===== src/rtl/pmc_pkg.sv =====
package pmc_pkg;

    localparam int unsigned SEL_W     = 64;
    localparam int unsigned NUM_MODES = 5;
    localparam int unsigned MODE_W    = 3;
    localparam int unsigned CODE_W    = 56;

    typedef enum logic [MODE_W-1:0] {
        PRIV_MACH  = 3'd0,
        PRIV_SUPV  = 3'd1,
        PRIV_USER  = 3'd2,
        PRIV_VSUPV = 3'd3,
        PRIV_VUSER = 3'd4
    } priv_mode_e;

endpackage


===== src/rtl/pmc_mode_gate.sv =====
module pmc_mode_gate #(
    parameter int unsigned N_MODES = pmc_pkg::NUM_MODES,
    parameter int unsigned MODE_W  = pmc_pkg::MODE_W
) (
    input  logic [MODE_W-1:0]  mode_i,
    input  logic [N_MODES-1:0] mask_i,
    output logic               allow_o
);

    // One term per supported mode; codes outside the range match none.
    logic [N_MODES-1:0] hit;

    for (genvar k = 0; k < N_MODES; k++) begin : g_mode
        assign hit[k] = (mode_i == MODE_W'(k)) && !mask_i[k];
    end

    assign allow_o = |hit;

endmodule


===== src/rtl/pmc_counter.sv =====
module pmc_counter #(
    parameter int unsigned CNT_W = 64
) (
    input  logic             clk_i,
    input  logic             rst_ni,
    input  logic             wr_en_i,
    input  logic [CNT_W-1:0] wr_data_i,
    input  logic             inc_i,
    output logic [CNT_W-1:0] value_o,
    output logic             wrap_o
);

    localparam logic [CNT_W-1:0] ONE = {{(CNT_W-1){1'b0}}, 1'b1};

    typedef struct packed {
        logic [CNT_W-1:0] val;
    } cnt_state_t;

    cnt_state_t st_d, st_q;

    always_comb begin
        st_d   = st_q;
        wrap_o = 1'b0;
        if (wr_en_i) begin
            // Software write wins; a coincident event is dropped.
            st_d.val = wr_data_i;
        end else if (inc_i) begin
            st_d.val = st_q.val + ONE;
            wrap_o   = &st_q.val;
        end
    end

    always_ff @(posedge clk_i) begin
        if (!rst_ni) begin
            st_q <= '0;
        end else begin
            st_q <= st_d;
        end
    end

    assign value_o = st_q.val;

endmodule


===== src/rtl/pmc_selector.sv =====
module pmc_selector #(
    parameter int unsigned SEL_W   = pmc_pkg::SEL_W,
    parameter int unsigned N_MODES = pmc_pkg::NUM_MODES,
    parameter int unsigned CODE_W  = pmc_pkg::CODE_W
) (
    input  logic               clk_i,
    input  logic               rst_ni,
    input  logic               wr_en_i,
    input  logic [SEL_W-1:0]   wr_data_i,
    input  logic               ovf_i,
    output logic [SEL_W-1:0]   rdata_o,
    output logic [N_MODES-1:0] mask_o,
    output logic               irq_o
);

    localparam int unsigned OF_POS   = SEL_W - 1;
    localparam int unsigned MASK_TOP = SEL_W - 2;

    typedef struct packed {
        logic               ovf;
        logic [N_MODES-1:0] mask;
        logic [CODE_W-1:0]  code;
        logic               irq;
    } sel_state_t;

    sel_state_t st_d, st_q;

    always_comb begin
        st_d     = st_q;
        st_d.irq = 1'b0;
        if (wr_en_i) begin
            st_d.ovf  = wr_data_i[OF_POS];
            st_d.code = wr_data_i[CODE_W-1:0];
            for (int k = 0; k < int'(N_MODES); k++) begin
                st_d.mask[k] = wr_data_i[MASK_TOP-k];
            end
        end
        // Hardware overflow overrides a coincident software clear.
        if (ovf_i) begin
            st_d.ovf = 1'b1;
            st_d.irq = !st_q.ovf;
        end
    end

    always_ff @(posedge clk_i) begin
        if (!rst_ni) begin
            st_q <= '0;
        end else begin
            st_q <= st_d;
        end
    end

    always_comb begin
        rdata_o             = '0;
        rdata_o[OF_POS]     = st_q.ovf;
        rdata_o[CODE_W-1:0] = st_q.code;
        for (int k = 0; k < int'(N_MODES); k++) begin
            rdata_o[MASK_TOP-k] = st_q.mask[k];
        end
    end

    assign mask_o = st_q.mask;
    assign irq_o  = st_q.irq;

endmodule


===== src/rtl/pmc_slice.sv =====
module pmc_slice #(
    parameter int unsigned CNT_W  = 64,
    parameter int unsigned SEL_W  = pmc_pkg::SEL_W,
    parameter int unsigned CODE_W = pmc_pkg::CODE_W
) (
    input  logic                       clk_i,
    input  logic                       rst_ni,
    input  logic                       cnt_we_i,
    input  logic                       sel_we_i,
    input  logic [SEL_W-1:0]           wdata_i,
    input  logic [pmc_pkg::MODE_W-1:0] priv_mode_i,
    input  logic                       event_i,
    output logic [CNT_W-1:0]           cnt_rdata_o,
    output logic [SEL_W-1:0]           sel_rdata_o,
    output logic                       ovf_irq_o
);

    localparam int unsigned N_MODES = pmc_pkg::NUM_MODES;

    logic [N_MODES-1:0] mode_mask;
    logic               mode_allow;
    logic               count_inc;
    logic               cnt_wrap;

    pmc_mode_gate #(
        .N_MODES (N_MODES),
        .MODE_W  (pmc_pkg::MODE_W)
    ) gate_i (
        .mode_i  (priv_mode_i),
        .mask_i  (mode_mask),
        .allow_o (mode_allow)
    );

    assign count_inc = event_i && mode_allow;

    pmc_counter #(
        .CNT_W (CNT_W)
    ) cnt_i (
        .clk_i     (clk_i),
        .rst_ni    (rst_ni),
        .wr_en_i   (cnt_we_i),
        .wr_data_i (wdata_i[CNT_W-1:0]),
        .inc_i     (count_inc),
        .value_o   (cnt_rdata_o),
        .wrap_o    (cnt_wrap)
    );

    pmc_selector #(
        .SEL_W   (SEL_W),
        .N_MODES (N_MODES),
        .CODE_W  (CODE_W)
    ) sel_i (
        .clk_i     (clk_i),
        .rst_ni    (rst_ni),
        .wr_en_i   (sel_we_i),
        .wr_data_i (wdata_i),
        .ovf_i     (cnt_wrap),
        .rdata_o   (sel_rdata_o),
        .mask_o    (mode_mask),
        .irq_o     (ovf_irq_o)
    );

endmodule


===== config.mk =====
export PLATFORM = sky130hd
export DESIGN_NAME = pmc_slice
export DESIGN_NICKNAME = d
export VERILOG_FILES = /design/src/rtl/pmc_pkg.sv /design/src/rtl/pmc_mode_gate.sv /design/src/rtl/pmc_counter.sv /design/src/rtl/pmc_selector.sv /design/src/rtl/pmc_slice.sv
export SDC_FILE = /design/constraint.sdc
export NUM_CORES = 1
export LEC_CHECK = 0
export ABC_AREA = 1
export CAP_MARGIN = 5
export CORE_MARGIN = 2
export CORE_UTILIZATION = 55
export DETAILED_ROUTE_END_ITERATION = 12
export DONT_BUFFER_PORTS = 1
export PLACE_DENSITY = 0.7
export SYNTH_ARGS = -nofsm -noshare
export SYNTH_HDL_FRONTEND = slang
export SYNTH_HIERARCHICAL = 1
export SYNTH_SLANG_ARGS = --single-unit

===== constraint.sdc =====
create_clock -name clk_i -period 1.95 [get_ports clk_i]
set_clock_uncertainty 0.2 [all_clocks]
set_input_delay 0.2925 -clock clk_i [delete_from_list [all_inputs] [get_ports clk_i]]
set_output_delay 0.2925 -clock clk_i [all_outputs]
set_load 0.02 [all_outputs]

==> impl_metrics.json <==
{
  "vdd_ir_drop_max_v": 0.000561,
  "async_flop_share": 0,
  "setup_ws_ps": 16.7,
  "yosys_warnings": 6,
  "synth-compound-area-share": 0.171,
  "ys_types": 34,
  "drt-initial-drc-count": 765,
  "syn2layout_area_growth_pct": 38.5,
  "cts_sinks": 127,
  "min_period_over_period": 0.991,
  "synth-xor-area-share": 0.0358,
  "fin_util": 0.778,
  "p_per_area_mw_per_mm2": 743,
  "overflow": 0,
  "diodes": 0,
  "rows": 41,
  "r2r-end": "cnt_i/value_o[34]$_SDFFE_PN0P_",
  "grt_pass1_wl_um": 40500,
  "place_area_sq_mm": 0.00783,
  "finalSetupViolCount": 0,
  "synthTopCellsByArea": "dfxtp_1 36%, nand2_1 12%, nor2_1 11%, a22oi_1 4.9%, o21ai_0 4.7%",
  "worstSetupPathType": "reg -> reg",
  "synth_area_per_cell_sq_um": 6.76,
  "ant_nets": 0,
  "cp.arrival_ps": 2030,
  "finalCriticalPeriod_ps": 1930,
  "cp.required_ps": 2050,
  "clockBufferDepth": 2,
  "top_usage_layer": "met2",
  "pin_count": 201,
  "path_clk_slew_ps": 60,
  "ys_seq_area_frac": 0.358,
  "holdPathStages": 3,
  "dp_hpwl_um": 17000,
  "synth_edf_count": 0,
  "ys_ff_latch": 127,
  "hold_end": "cnt_i/value_o[1]$_SDFFE_PN0P_",
  "regArea_sq_mm": 0.00256,
  "fin_area_sq_mm": 0.00982,
  "min_from": "rst_ni",
  "fin_setup_tns_ps": 0,
  "status": "finished clean",
  "wirelength_um": 26400,
  "dieArea_sq_mm": 0.0138,
  "worstPathMaxFanout": 4,
  "die_width_um": 118,
  "syn_area_sq_mm": 0.00709,
  "worst_setup_path_end_kind": "flip-flop",
  "use_met3": 0.104,
  "die_y_um": 118,
  "gp_congestion": 1.00,
  "fmax_mhz": 517,
  "drcViolationCount": 0,
  "preCtsSetupSlack_ps": -186,
  "met2_usage": 0.602,
  "finalHoldViolations": 0,
  "synthAdderAreaFrac": 0.00176,
  "wl_per_cell_um": 18.6,
  "first_pass_iters": 6,
  "power.leakage_nw": 4.00,
  "cp-start-kind": "flip-flop",
  "core_sq_mm": 0.0126,
  "cap_violations": 0,
  "ys.flop_type": "dfxtp_1",
  "clock_latency_ps": 430,
  "slew_viol_final": 0,
  "netlist_instances": 1049,
  "drive_above_1_share": 0.224,
  "yosysTopAreaCell": "dfxtp_1",
  "start_util": 0.562,
  "vias": 8096,
  "antenna_found_initial": 0,
  "slowest_stage": "dfxtp_4",
  "r2r_slack_ps": 20,
  "cpPeakStageDelay_ps": 370,
  "viasPerCell": 5.70,
  "timing.rr.start": "cnt_i/value_o[0]$_SDFFE_PN0P_",
  "numCtsBuffers": 17,
  "grt_max_degree": 69,
  "port_buffers": 0,
  "gr-usage-met1": 0.471,
  "fin_nets": 1309,
  "grt_pass1_vias": 7701,
  "rsz0062_at_grt": "yes",
  "synth_top_area_frac": 0.358,
  "yosys-mux-area-fraction": 0,
  "synth_top_family_by_area": "simple AND/OR/NAND/NOR gates",
  "grtUsageTotal": 0.370,
  "multi_input_area_sq_mm": 0.00416,
  "crit_chain": "ha_4 > nand2_1 > nor2_4 > nand3b_1 > buf_4 > nor3_1 > buf_4 > nand3_1 > nand3_1 > a21oi_1",
  "htree_levels": 4,
  "synthSimpleGateAreaFrac": 0.342,
  "fill_cells": 940,
  "clock-root-buffer": "clkbuf_16",
  "cts_tree": "built",
  "hold_class": "in -> reg",
  "r2r_cells": 10
}
area by class of cell:
type / count / area share
Multi-Input combinational cell: 805 / 0.423
Tap cell: 172 / 0.0219
Sequential cell: 127 / 0.260
Timing Repair Buffer: 218 / 0.207
Clock inverter: 5 / 0.00510
Clock buffer: 26 / 0.0549
Inverter: 67 / 0.0274
power breakdown:
group          switching [mW]  internal (mW)
Sequential              0.240           2.77
Clock                    1.15           2.01
Combinational           0.636          0.486
metrics by stage:
stage / hold slack [ps] / std cells / power (mW)
after CTS: 6.30 / 1416 / 7.24
final: 35.0 / 1420 / 7.30
after global placement: 209 / 1283 / 3.83
after detailed placement: 208 / 1283 / 3.84
after floorplan: 190 / 1050 / 3.63
after global routing: 28.0 / 1420 / 7.57
synthesized netlist by cell type (2+ instances only):
library cell / count
a21oi_1: 54
a22oi_1: 46
a31oi_1: 11
buf_1: 3
buf_12: 4
buf_2: 3
buf_4: 13
buf_6: 9
clkbuf_1: 19
dfxtp_1: 127
inv_1: 62
inv_2: 3
nand2_1: 225
nand2_2: 7
nand3_1: 64
nand4_1: 6
nor2_1: 205
nor2_2: 49
nor2_8: 2
nor3_1: 5
o21ai_0: 66
o21ai_1: 8
o21bai_1: 20
xnor2_1: 22
xor2_1: 7
layout by cell type, fill, tap and decap left out, types with 51 or more instances in the layout:
| cell | instances |
|---|---|
| nand2_1 | 214 |
| nor2_1 | 182 |
| dfxtp_1 | 118 |
| buf_4 | 110 |
| dlygate4sd3_1 | 94 |
| o21ai_0 | 66 |
| nor2_2 | 63 |
| nand3_1 | 60 |
| inv_1 | 58 |
| a21oi_1 | 51 |
registers in the layout, summed over array words and instances, names as in the netlist:
| signal | flops |
|---|---|
| sel_i/irq_o | 1 |
| cnt_i/value_o | 64 |
| sel_i/mask_o | 5 |
| sel_i/rdata_o | 57 |
kinds of logic (layout without fill, tap and decap cells):
group | count (synthesis) | in the layout
buffers and inverters | 118 | 316
AND/OR/NAND/NOR | 567 | 567
flip-flops | 127 | 127
AO/OA/AOI/OAI | 206 | 206
other | 1 | 2
XOR/XNOR | 29 | 29
adder cells (fa/ha/maj) | 1 | 1
worst max-delay path by stage:
stage	depth (start not counted)	startpoint	to	slack, ps
detailed placement	16	priv_mode_i[1]	sel_i/rdata_o[63]$_SDFFE_PN0P_	-190
global placement	15	sel_i/mask_o[2]$_SDFFE_PN0P_	sel_i/rdata_o[63]$_SDFFE_PN0P_	-160
global route	10	cnt_i/value_o[0]$_SDFFE_PN0P_	cnt_i/value_o[34]$_SDFFE_PN0P_	-80
floorplan	11	cnt_i/value_o[0]$_SDFFE_PN0P_	sel_i/rdata_o[63]$_SDFFE_PN0P_	20
CTS	10	cnt_i/value_o[1]$_SDFFE_PN0P_	cnt_i/value_o[38]$_SDFFE_PN0P_	2
finish	10	cnt_i/value_o[0]$_SDFFE_PN0P_	cnt_i/value_o[34]$_SDFFE_PN0P_	20
repair_timing:
item                                    CTS  global route
hold buffers                             98             0
gates resized for setup                   8            74
endpoints found under the hold margin   127             0
buffers inserted                          4             3
cloned                                    0             2
endpoints found under the setup margin    5            64
pin swaps                                 4            14
critical path, delay by kind of cell, from the launching register on:
family / cells / cell delay, ps
simple gates: 6 / 680
fa+ha+maj: 1 / 140
buf+inv: 2 / 350
flops: 1 / 370
compound gates: 1 / 60
layer usage:
metal	vias up	share of wire	routed length (um)
li1	3811	-	-
met1	3771	0.40	10600
met2	450	0.47	12400
met3	64	0.10	2730
met4	0	0.027	701
met5	-	0	0
Note: power is estimated with default switching activity, not from simulation.
